File: src/rtl/rhc_pkg.sv
package rhc_pkg;

    typedef enum logic [2:0] {
        ST_HALT_I = 3'd0,
        ST_HALT_C = 3'd1,
        ST_RUN    = 3'd2,
        ST_STEP   = 3'd3,
        ST_CLEAR  = 3'd4
    } rhc_state_e;

endpackage

File: src/rtl/rhc_clear_timer.sv
module rhc_clear_timer #(
    parameter int CLR_CYCLES = 4
) (
    input  logic clk,
    input  logic rst_n,
    input  logic load,
    output logic last
);
    localparam int CW = $clog2(CLR_CYCLES + 1);

    logic [CW-1:0] cnt_q;

    always_ff @(posedge clk or negedge rst_n) begin
        if (!rst_n) begin
            cnt_q <= '0;
        end else if (load) begin
            cnt_q <= CW'(CLR_CYCLES - 1);
        end else if (cnt_q != '0) begin
            cnt_q <= cnt_q - 1'b1;
        end
    end

    assign last = (cnt_q == '0);
endmodule

File: src/rtl/rhc_boundary.sv
module rhc_boundary (
    input  logic req_active,
    input  logic by_cycle,
    input  logic cyc_done,
    input  logic instr_done,
    output logic ibr,
    output logic cnpr,
    output logic hit,
    output logic at_instr
);
    always_comb begin
        ibr      = req_active && !by_cycle;
        cnpr     = req_active && by_cycle;
        hit      = req_active && (by_cycle ? cyc_done : instr_done);
        at_instr = instr_done;
    end
endmodule

File: src/rtl/rhc_fsm.sv
module rhc_fsm
    import rhc_pkg::*;
(
    input  logic clk,
    input  logic rst_n,
    input  logic halt_sw,
    input  logic cycle_sw,
    input  logic cont_key,
    input  logic start_key,
    input  logic hit,
    input  logic at_instr,
    input  logic clr_last,
    output logic clr_load,
    output logic req_active,
    output logic by_cycle,
    output logic run_en,
    output logic sys_clear,
    output logic ld_pc,
    output logic ld_bar,
    output logic keys_en
);
    rhc_state_e state_q, state_d;
    logic       step_cyc_q, step_cyc_d;
    logic       start_run_q, start_run_d;
    logic       post_clr_q, post_clr_d;

    always_ff @(posedge clk or negedge rst_n) begin
        if (!rst_n) begin
            state_q     <= ST_HALT_I;
            step_cyc_q  <= 1'b0;
            start_run_q <= 1'b0;
            post_clr_q  <= 1'b0;
        end else begin
            state_q     <= state_d;
            step_cyc_q  <= step_cyc_d;
            start_run_q <= start_run_d;
            post_clr_q  <= post_clr_d;
        end
    end

    always_comb begin
        state_d     = state_q;
        step_cyc_d  = step_cyc_q;
        start_run_d = start_run_q;
        post_clr_d  = 1'b0;
        clr_load    = 1'b0;
        unique case (state_q)
            ST_HALT_I: begin
                if (start_key) begin
                    state_d     = ST_CLEAR;
                    start_run_d = !halt_sw;
                    clr_load    = 1'b1;
                end else if (cont_key) begin
                    state_d    = halt_sw ? ST_STEP : ST_RUN;
                    step_cyc_d = cycle_sw;
                end
            end
            ST_HALT_C: begin
                if (cont_key) begin
                    state_d    = halt_sw ? ST_STEP : ST_RUN;
                    step_cyc_d = cycle_sw;
                end
            end
            ST_RUN, ST_STEP: begin
                if (hit) begin
                    state_d = at_instr ? ST_HALT_I : ST_HALT_C;
                end
            end
            ST_CLEAR: begin
                if (clr_last) begin
                    state_d    = start_run_q ? ST_RUN : ST_HALT_I;
                    post_clr_d = 1'b1;
                end
            end
            default: state_d = ST_HALT_I;
        endcase
    end

    always_comb begin
        req_active = 1'b0;
        by_cycle   = 1'b0;
        run_en     = 1'b0;
        sys_clear  = 1'b0;
        ld_pc      = 1'b0;
        ld_bar     = 1'b0;
        keys_en    = 1'b0;
        unique case (state_q)
            ST_HALT_I: begin
                keys_en = halt_sw;
                ld_bar  = post_clr_q;
            end
            ST_HALT_C: begin
            end
            ST_RUN: begin
                run_en     = 1'b1;
                req_active = halt_sw;
                by_cycle   = cycle_sw;
                ld_pc      = post_clr_q;
            end
            ST_STEP: begin
                run_en     = 1'b1;
                req_active = 1'b1;
                by_cycle   = step_cyc_q;
            end
            ST_CLEAR: begin
                sys_clear = 1'b1;
            end
            default: begin
            end
        endcase
    end
endmodule

File: src/rtl/step_run_ctrl.sv
module step_run_ctrl #(
    parameter int CLR_CYCLES = 4
) (
    input  logic clk,
    input  logic rst_n,
    input  logic halt_sw,
    input  logic cycle_sw,
    input  logic cont_key,
    input  logic start_key,
    input  logic cyc_done,
    input  logic instr_done,
    output logic run_en,
    output logic ibr_req,
    output logic cnpr_req,
    output logic sys_clear,
    output logic ld_pc,
    output logic ld_bar,
    output logic keys_en
);
    logic hit, at_instr, clr_last, clr_load, req_active, by_cycle;

    rhc_fsm u_fsm (
        .clk        (clk),
        .rst_n      (rst_n),
        .halt_sw    (halt_sw),
        .cycle_sw   (cycle_sw),
        .cont_key   (cont_key),
        .start_key  (start_key),
        .hit        (hit),
        .at_instr   (at_instr),
        .clr_last   (clr_last),
        .clr_load   (clr_load),
        .req_active (req_active),
        .by_cycle   (by_cycle),
        .run_en     (run_en),
        .sys_clear  (sys_clear),
        .ld_pc      (ld_pc),
        .ld_bar     (ld_bar),
        .keys_en    (keys_en)
    );

    rhc_boundary u_bnd (
        .req_active (req_active),
        .by_cycle   (by_cycle),
        .cyc_done   (cyc_done),
        .instr_done (instr_done),
        .ibr        (ibr_req),
        .cnpr       (cnpr_req),
        .hit        (hit),
        .at_instr   (at_instr)
    );

    rhc_clear_timer #(.CLR_CYCLES(CLR_CYCLES)) u_tmr (
        .clk   (clk),
        .rst_n (rst_n),
        .load  (clr_load),
        .last  (clr_last)
    );
endmodule

File: config.mk
export PLATFORM = sky130hd
export DESIGN_NAME = step_run_ctrl
export DESIGN_NICKNAME = d
export VERILOG_FILES = /design/src/rtl/rhc_pkg.sv /design/src/rtl/rhc_clear_timer.sv /design/src/rtl/rhc_boundary.sv /design/src/rtl/rhc_fsm.sv /design/src/rtl/step_run_ctrl.sv
export SDC_FILE = /design/constraint.sdc
export NUM_CORES = 1
export LEC_CHECK = 0
export BUFFER_PORTS_ARGS = -buffer_cell sky130_fd_sc_hd__buf_2
export CELL_PAD_IN_SITES_DETAIL_PLACEMENT = 2
export CELL_PAD_IN_SITES_GLOBAL_PLACEMENT = 2
export CORE_ASPECT_RATIO = 0.8
export CORE_MARGIN = 2
export CORE_UTILIZATION = 31
export CTS_CLUSTER_SIZE = 28
export DETAILED_ROUTE_END_ITERATION = 10
export GPL_TIMING_DRIVEN = 0
export PLACE_DENSITY = 0.85
export SKIP_CTS_REPAIR_TIMING = 1
export SYNTH_ARGS = -nofsm -noshare
export SYNTH_HDL_FRONTEND = slang
export SYNTH_HIERARCHICAL = 1
export SYNTH_SLANG_ARGS = --single-unit
export TNS_END_PERCENT = 5
File: constraint.sdc
create_clock -name clk -period 2.2 [get_ports clk]
set_input_delay 0.44 -clock clk [delete_from_list [all_inputs] [get_ports clk]]
set_output_delay 0.44 -clock clk [all_outputs]
set_load 0.02 [all_outputs]
; After elaboration in Yosys (flattened, before gate mapping)
; Index checks and enable logic that the tools add are counted.
[word_totals]
reg_bits = 9
in_bits = 8
[op_classes]
addsub = 1
eq_ne = 7
n_mux = 25
reduce_logical = 14
[ops]
columns = operator, count
row1 = 3-bit 2-to-1 mux, 6
row2 = 1-bit 2-to-1 mux, 14
row3 = 3-bit one-hot mux with 4 select lines, 1
row4 = 3-bit by 2-bit == test with 1-bit output (second input constant), 2
row5 = 3-bit zero test, 2
row6 = 1-bit one-hot mux with 2 select lines, 3
row7 = 2-bit AND reduction, 3
row8 = 2-bit != test (second input constant), 2
row9 = 2-bit nonzero test, 2
row10 = 3-bit by 1-bit == test with 1-bit output (second input constant), 1
row11 = 3-bit == test (second input constant), 1
row12 = 1-bit logical AND, 3
row13 = 3-bit nonzero test, 1
row14 = 3-bit by 1-bit subtractor with 3-bit output (second input constant), 1
row15 = 1-bit zero test, 2
row16 = 2-bit 2-to-1 mux, 1
row17 = 2-bit by 1-bit != test with 1-bit output (second input constant), 1
row18 = 2-bit OR reduction, 1

; Logic depth before layout (Yosys ltp)
; Gate-level depths: netlist of the first run.
[logic_depth]
word_depth = 6
ltp_mapped = 8

; Cells and area by module
; Netlist of the first run, hierarchy kept.
[by_module_without_submodules]
columns = mod, n_inst, cells_each, area_per_inst_um2, seq_area_each_um2
row1 = rhc_fsm, 1, 43, 412.9, 150.1
row2 = rhc_clear_timer, 1, 17, 181.4, 75.1
row3 = rhc_boundary, 1, 5, 40.0, 0.0

; Worst setup path before layout of the first run
; No wires, ideal clock.
[synth_path]
kind = reg2out
startpoint = register u_fsm.state_q[2]
endpoint = output port keys_en
t_arrival_ns = 1.328
slack_ns = 0.432
stages_incl_launch_ff = 3
path_buffers = 1
path_cell_list = dfrtp_1 buf_6 nor4b_1
[synth_between]
elab_chain_len = 2
[synth_lines]
columns = item, line
row1 = start: declaration, rhc_fsm.sv:22  ; rhc_state_e state_q, state_d;
row2 = start signal: assignment, rhc_fsm.sv:34  ; state_q <= state_d;
row3 = 3-bit zero test, rhc_fsm.sv:87  ; unique case (state_q)
row4 = 1-bit 2-to-1 mux, rhc_fsm.sv:87
row5 = end: declaration, step_run_ctrl.sv:18  ; output logic keys_en
; Every way passes these cells.

; Worst setup path in the final report of the first run
[layout_path]
startpoint = register u_fsm.state_q[2]
endpoint = output port cnpr_req
[layout_between]
elab_chain_len = 3
elab_cells_between_ends = 5
cone_classes = 2 x eq/ne / 2 x mux / 1 x reduce/logical
[layout_lines]
columns = item, line
row1 = 3-bit by 2-bit == test with 1-bit output, rhc_fsm.sv:87
row2 = 1-bit one-hot mux with 2 select lines *, rhc_fsm.sv:87
row3 = via req_active, step_run_ctrl.sv:20  ; logic hit, at_instr, clr_last, clr_load, req_active, by_cycle;
row4 = 1-bit logical AND *, rhc_boundary.sv:13  ; cnpr = req_active && by_cycle;
row5 = end: declaration, step_run_ctrl.sv:14  ; output logic cnpr_req,
; Mark *: on every way through the listed nets, which the timed path passes. The rest lies on a longest branch.

==> results_dict.tcl, run 1 <==
set metrics [dict create \
    status "complete, no violations" \
    numCtsBuffers 3 \
    synth_seq_cells 9 \
    finish.utilization 0.400 \
    core_sq_um 1910 \
    max_clock_freq_mhz 484 \
    pre_cts_ws_ns 0.313 \
    nets 94 \
    fin_area_sq_um 763 \
    h-tree-depth 1 \
    setup_tns_ns 0 \
    dpl.hpwl_microns 1200 \
    drt_iter0_drc 2 \
    fin_cells 107 \
    cts_root_buf "clkbuf_4" \
    skew_ns 0.00194 \
    ios 15 \
    insertion_delay_ns 0.26 \
    grt_pass1_vias 543 \
    cts_tree "done" \
    cap_violations 0 \
    seq_area_frac_synth 0.355 \
    rsz0062_at_grt "no" \
    hold-worst-slack_ns 0.0226 \
    power.leakage_nw 0.375 \
    rr_worst_depth 8 \
    worstMarginPinSlew_ns 0.491 \
    fin_crit_sh 0.940 \
    setup_viol 0 \
    postPlaceCellArea_sq_um 734 \
    p_per_area_nw_per_um2 1380 \
    setup_ws_ns 0.132 \
    drt_wl_total_microns 1580 \
    maxSlewHeadroom 0.671 \
    fin_crit_ns 2.07 \
    ant_nets 0 \
    drv_slew 0 \
    route.detailed.drc 0 \
    syn_nets 75 \
    initial_core_util 0.332 \
    port_buffers 14 \
    syn_avg_cell_area_sq_um 9.76 \
    rows 14 \
    overflow 0 \
    gp_congestion 0.690 \
    critPathKind "reg -> out" \
    die_area_sq_um 2430 \
    required_ns 1.76 \
    dp_cells 103 \
    path_max_fanout 10 \
    layout_commonest_cell "buf_2" \
    crit_path_end_kind "output pin" \
    clockBufferDepth 2 \
    start_kind "flop" \
    arrival_ns 1.63 \
    layout_common_cells "buf_2 (14), dfrtp_1 (9), nor2_1 (8), inv_1 (6)" \
    die_x_microns 54.6 \
    yosysWarnings 6 \
    grt_pass1_wl_microns 2530 \
    syn2layout_area_growth_pct 20.3 \
    critPathLaunch "u_fsm/state_q[2]$_DFFE_PN0P_" \
    netlist_instances 65 \
    fillers 216 \
    ir_drop_v 0.000651 \
    synth_cell_type_count 30 \
    totalPowerFinal_mw 1.05 \
    min_path_type "in -> async" \
    reg2reg_from "u_fsm/state_q[2]$_DFFE_PN0P_" \
    wl_per_cell_microns 14.7 \
    vias 524 \
    netlist_area_sq_um 634 \
    drive_gt1_frac 0.386 \
    die_h_microns 44.5 \
    path_clk_slew_ns 0.06 \
    dr.pass1.iters 4 \
    diodes 0 \
    grtUsageTotal 0.151 \
    via_per_inst 4.90 \
    grt_max_degree 11 \
    antenna_found_initial 0 \
    hold_viol_final 0 \
    clock_sinks 9 \
]
[worst max-delay path: stages, from the launching register on]
cell      delay [ns]
dfrtp_1         0.41
buf_6           0.16
nand2b_1        0.22
nor2_1          0.24
and2_2          0.18
buf_2           0.15
[layer usage]
metal  GRT usage  share of wire  vias to the layer above
met3      0.0608          0.049                        2
li1            -              -                      253
met2       0.234           0.47                       13
met4      0.0150         0.0044                        0
met5           0              0                        -
met1       0.204           0.47                      256
[final timing paths]
path,endpoint,slack [ns]
worst min-delay path,u_tmr/cnt_q[0]$_DFFE_PN0P_,0.02
worst max register to register,u_fsm/state_q[1]$_DFFE_PN0P_,0.33
worst max-delay path,cnpr_req,0.13
min in group clk,u_fsm/start_run_q$_DFFE_PN0P_,0.41
max in group asynchronous,u_fsm/state_q[0]$_DFFE_PN0P_,2.00
worst min register to register,u_fsm/step_cyc_q$_DFFE_PN0P_,0.51
[cell type report]
type                       instances  area (sq um)  share of cell area
timing repair buffer              14          70.1              0.0918
tap                               24          30.0              0.0393
inverter                           6          22.5              0.0295
clock buffer                       4          26.3              0.0344
sequential                         9           225               0.295
multi-input combinational         46           348               0.456
buffer                             4          41.3              0.0541
[power breakdown]
part | leakage, nW | internal [mW] | switching (mW)
Combinational | 0.250 | 0.281 | 0.364
Sequential | 0.110 | 0.240 | 0.0443
Clock | 0.0150 | 0.0697 | 0.0550
Total | 0.375 | 0.591 | 0.463
[flip-flops by register name, indices dropped and copies added, names as in the netlist]
register,count
u_fsm/step_cyc_q,1
u_fsm/start_run_q,1
u_fsm/state_q,3
u_tmr/cnt_q,3
u_fsm/post_clr_q,1
[cells by family after synthesis]
group	after synthesis	synth area share
AND/OR/NAND/NOR	30	0.318
buffers and inverters	10	0.101
AO/OA/AOI/OAI	9	0.101
flip-flops	9	0.355
multiplexers	5	0.0868
adder cells (fa/ha/maj)	2	0.0394
[cells in the mapped netlist]
| library cell | instances | share of area |
|---|---|---|
| o22ai_1 | 1 | 0.0099 |
| nand3_1 | 1 | 0.0079 |
| nand2b_2 | 1 | 0.014 |
| nor2b_1 | 4 | 0.039 |
| nand2_1 | 1 | 0.0059 |
| inv_1 | 6 | 0.036 |
| nor4b_1 | 1 | 0.014 |
| nand3_2 | 1 | 0.016 |
| and2b_2 | 2 | 0.028 |
| nor4b_4 | 1 | 0.037 |
| mux2i_1 | 4 | 0.063 |
| or3b_1 | 1 | 0.014 |
| buf_4 | 1 | 0.012 |
| and3_1 | 1 | 0.0099 |
| a2111oi_2 | 1 | 0.024 |
| a21oi_2 | 1 | 0.014 |
| nand2b_1 | 2 | 0.020 |
| buf_6 | 3 | 0.053 |
| a21oi_1 | 3 | 0.024 |
| or2b_1 | 1 | 0.012 |
| mux2_4 | 1 | 0.024 |
| ha_1 | 2 | 0.039 |
| nor3_1 | 1 | 0.0079 |
| nor2_1 | 9 | 0.053 |
| o21ai_0 | 2 | 0.016 |
| and2_1 | 1 | 0.0099 |
| nor2_4 | 1 | 0.018 |
| a311oi_1 | 1 | 0.014 |
| and2_2 | 1 | 0.012 |
| dfrtp_1 | 9 | 0.36 |
Note: power is estimated with default switching activity, not from simulation.
==> inputs of run 2 (changes only) <==
- CORE_UTILIZATION: 31 -> 28
- PLACE_DENSITY: 0.85 -> 0.83
- SYNTH_HIERARCHICAL: 1 -> unset
==> run 2 against run 1 <==
Effect of this change:
- clock-buffer cell count unchanged
- sequential power up 7.4%
- total power down 11%
- worst setup slack improved by 0.14 ns
- area after synthesis fell by 7.9%
- synthesized cell count increased by 6.2%
- maximum frequency is 7.0% higher
- hold slack worse by 0.0021 ns
- global-route usage is 2.8 points higher
- first-iteration DRC count fell by 50%
- sequential cell count unchanged
- largest power group unchanged
==> results_dict.tcl, run 2 <==
set metrics [dict create \
    max_clock_freq_mhz 518 \
    clockBufferDepth 2 \
    use_met2 0.288 \
    cts_root_buf "clkbuf_4" \
    arrival_ns 1.49 \
    drt_iter0_drc 1 \
    drt_wl_total_microns 1690 \
    die_x_microns 55.1 \
    power.leakage_nw 0.370 \
    layout_commonest_cell "buf_2" \
    grtUsageTotal 0.178 \
    synth_most_common_cell "nand2_1" \
    wl_per_cell_microns 15.2 \
    gp_congestion 0.735 \
    synth_seq_cells 9 \
    seq_area_frac_synth 0.385 \
    synth_top_area_cell "dfrtp_1" \
    postPlaceCellArea_sq_um 684 \
    rsz0062_at_grt "no" \
    status "complete, no violations" \
    dr.pass1.iters 2 \
    grt_pass1_vias 621 \
    synth_area_leaders "dfrtp_1 (39%), nand2_1 (6.4%), a21oi_1 (5.1%)" \
    synth_cell_type_count 28 \
    via_per_inst 5.01 \
    fillers 235 \
    synth_top_family_by_area "simple AND/OR/NAND/NOR gates" \
    grt_pass1_wl_microns 2920 \
    port_buffers 14 \
    nets 98 \
    grt_max_degree 11 \
    setup_tns_ns 0 \
    grt-busiest-layer "met2" \
    layout_common_cells "buf_2 (15), nand2_1 (10), dfrtp_1 (9), inv_1 (7), a21oi_1 (6)" \
    dpl.hpwl_microns 1370 \
    antenna_found_initial 0 \
    ys_top_cells_by_count "nand2_1 (10), dfrtp_1 (9), inv_1 (7)" \
    clock_sinks 9 \
    ios 15 \
    fin_area_sq_um 711 \
    fin_crit_sh 0.878 \
    insertion_delay_ns 0.27 \
    synth_compound_area_frac 0.180 \
    syn2layout_area_growth_pct 21.6 \
    synth-edff-count 0 \
    ant_nets 0 \
    reg.largest.list "u_fsm.state_q: 3 flops, u_tmr.cnt_q: 3 flops" \
    synth-main-ff-cell "dfrtp_1" \
    fin_crit_ns 1.93 \
    synth_fa_ha_area_frac 0.0428 \
    worstMarginPinSlew_ns 0.305 \
    use_met1 0.211 \
    core_sq_um 1930 \
    crit_path_end_kind "output pin" \
    min_path_type "in -> async" \
    netlist_area_sq_um 584 \
    yosysTopAreaCellShare 0.385 \
    vias 556 \
    grt_util_met3 0.0596 \
    start_kind "flop" \
    drive_gt1_frac 0.276 \
    setup_viol 0 \
    numCtsBuffers 3 \
    cap_violations 0 \
    rows 14 \
    critPathKind "reg -> out" \
    drv_slew 0 \
    syn_avg_cell_area_sq_um 8.47 \
    synth_xor_xnor_area_share 0.0150 \
    required_ns 1.76 \
    synthMuxAreaShare 0.101 \
    die_area_sq_um 2470 \
    route.detailed.drc 0 \
    netlist_instances 69 \
    syn_nets 79 \
    h-tree-depth 1 \
    ir_drop_v 0.000370 \
    yosysWarnings 0 \
    die_h_microns 44.9 \
    diodes 0 \
    ys_async_sr_fraction 1.00 \
    totalPowerFinal_uw 938 \
    synth_simple_gate_area_frac 0.210 \
    path_clk_slew_ns 0.06 \
    hold_viol_final 0 \
    skew_ns 0.00246 \
    overflow 0 \
    initial_core_util 0.303 \
    maxSlewHeadroom 0.797 \
    cts_tree "done" \
    path_max_fanout 10 \
    p_per_area_nw_per_um2 1320 \
]
## run 2: cell count changes in the layout (fill, tap and decap cells not counted), moves of 3 or more
cell / before / now
nor2_1: 8 / 5
o21ai_1: 0 / 4
mux2i_1: 4 / 1
nand2_1: 1 / 10
a21oi_1: 3 / 6
buf_6: 3 / 0
## run 2: where the power goes
group          internal, mW  total, mW  leakage, nW  switching [mW]
clock network        0.0701      0.131       0.0150          0.0609
logic                 0.201      0.502        0.243           0.300
registers             0.238      0.305        0.112          0.0669
## run 2: worst max-delay path, cell delays in order (launching register included)
cell     delay, ns
dfrtp_1       0.41
buf_2         0.20
nor2b_1       0.22
nand2_1       0.09
a21oi_1       0.13
buf_2         0.17
## run 2: layout make-up
class,instances,area (sq um),area share
tap,24,30.0,0.0423
buffer,2,8.76,0.0123
clock buffer,4,26.3,0.0370
timing repair buffer,14,70.1,0.0986
inverter,8,30.0,0.0423
sequential,9,225,0.317
multi-input combinational,50,320,0.451
## run 2: worst paths after layout
path	startpoint	to	slack, ns	cells after the start
max	u_fsm.state_q[0]$_DFFE_PN0P_	cnpr_req	0.27	5
min	rst_n	u_fsm.start_run_q$_DFFE_PN0P_	0.02	1
max reg2reg	u_tmr.cnt_q[0]$_DFFE_PN0P_	u_tmr.cnt_q[1]$_DFFE_PN0P_	0.68	6
min reg2reg	u_fsm.start_run_q$_DFFE_PN0P_	u_fsm.start_run_q$_DFFE_PN0P_	0.50	2
max in group asynchronous	rst_n	u_fsm.post_clr_q$_DFF_PN0_	1.99	1
min in group clk	start_key	u_tmr.cnt_q[2]$_DFFE_PN0P_	0.39	2
## run 2: metrics by stage
stage | utilization | hold WS [ns] | std cells | worst slack [ns]
2_1_floorplan | - | 0.144 | 69 | 0.611
3_3_place_gp | 0.355 | 0.308 | 107 | 0.557
3_5_place_dp | 0.355 | 0.311 | 107 | 0.522
4_1_cts | 0.369 | 0.0145 | 111 | 0.236
5_1_grt | 0.369 | 0.0205 | 111 | 0.158
6_report | 0.369 | 0.0205 | 111 | 0.268
## run 2: cells by family after synthesis
logic type                 Yosys count
xor gates and xnor gates             1
AOI/OAI and AO/OA                   17
muxes                                5
adders and majority gates            2
DFF                                  9
and+or+nand+nor                     25
buffers and inverters               10
## run 2: per-layer routing
metal  wire, microns  vias up  part of all wire
met1             744      273              0.44
li1                -      270                 -
met4              36        0             0.021
met2             863        9              0.51
met3              45        4             0.027
met5               0        -                 0
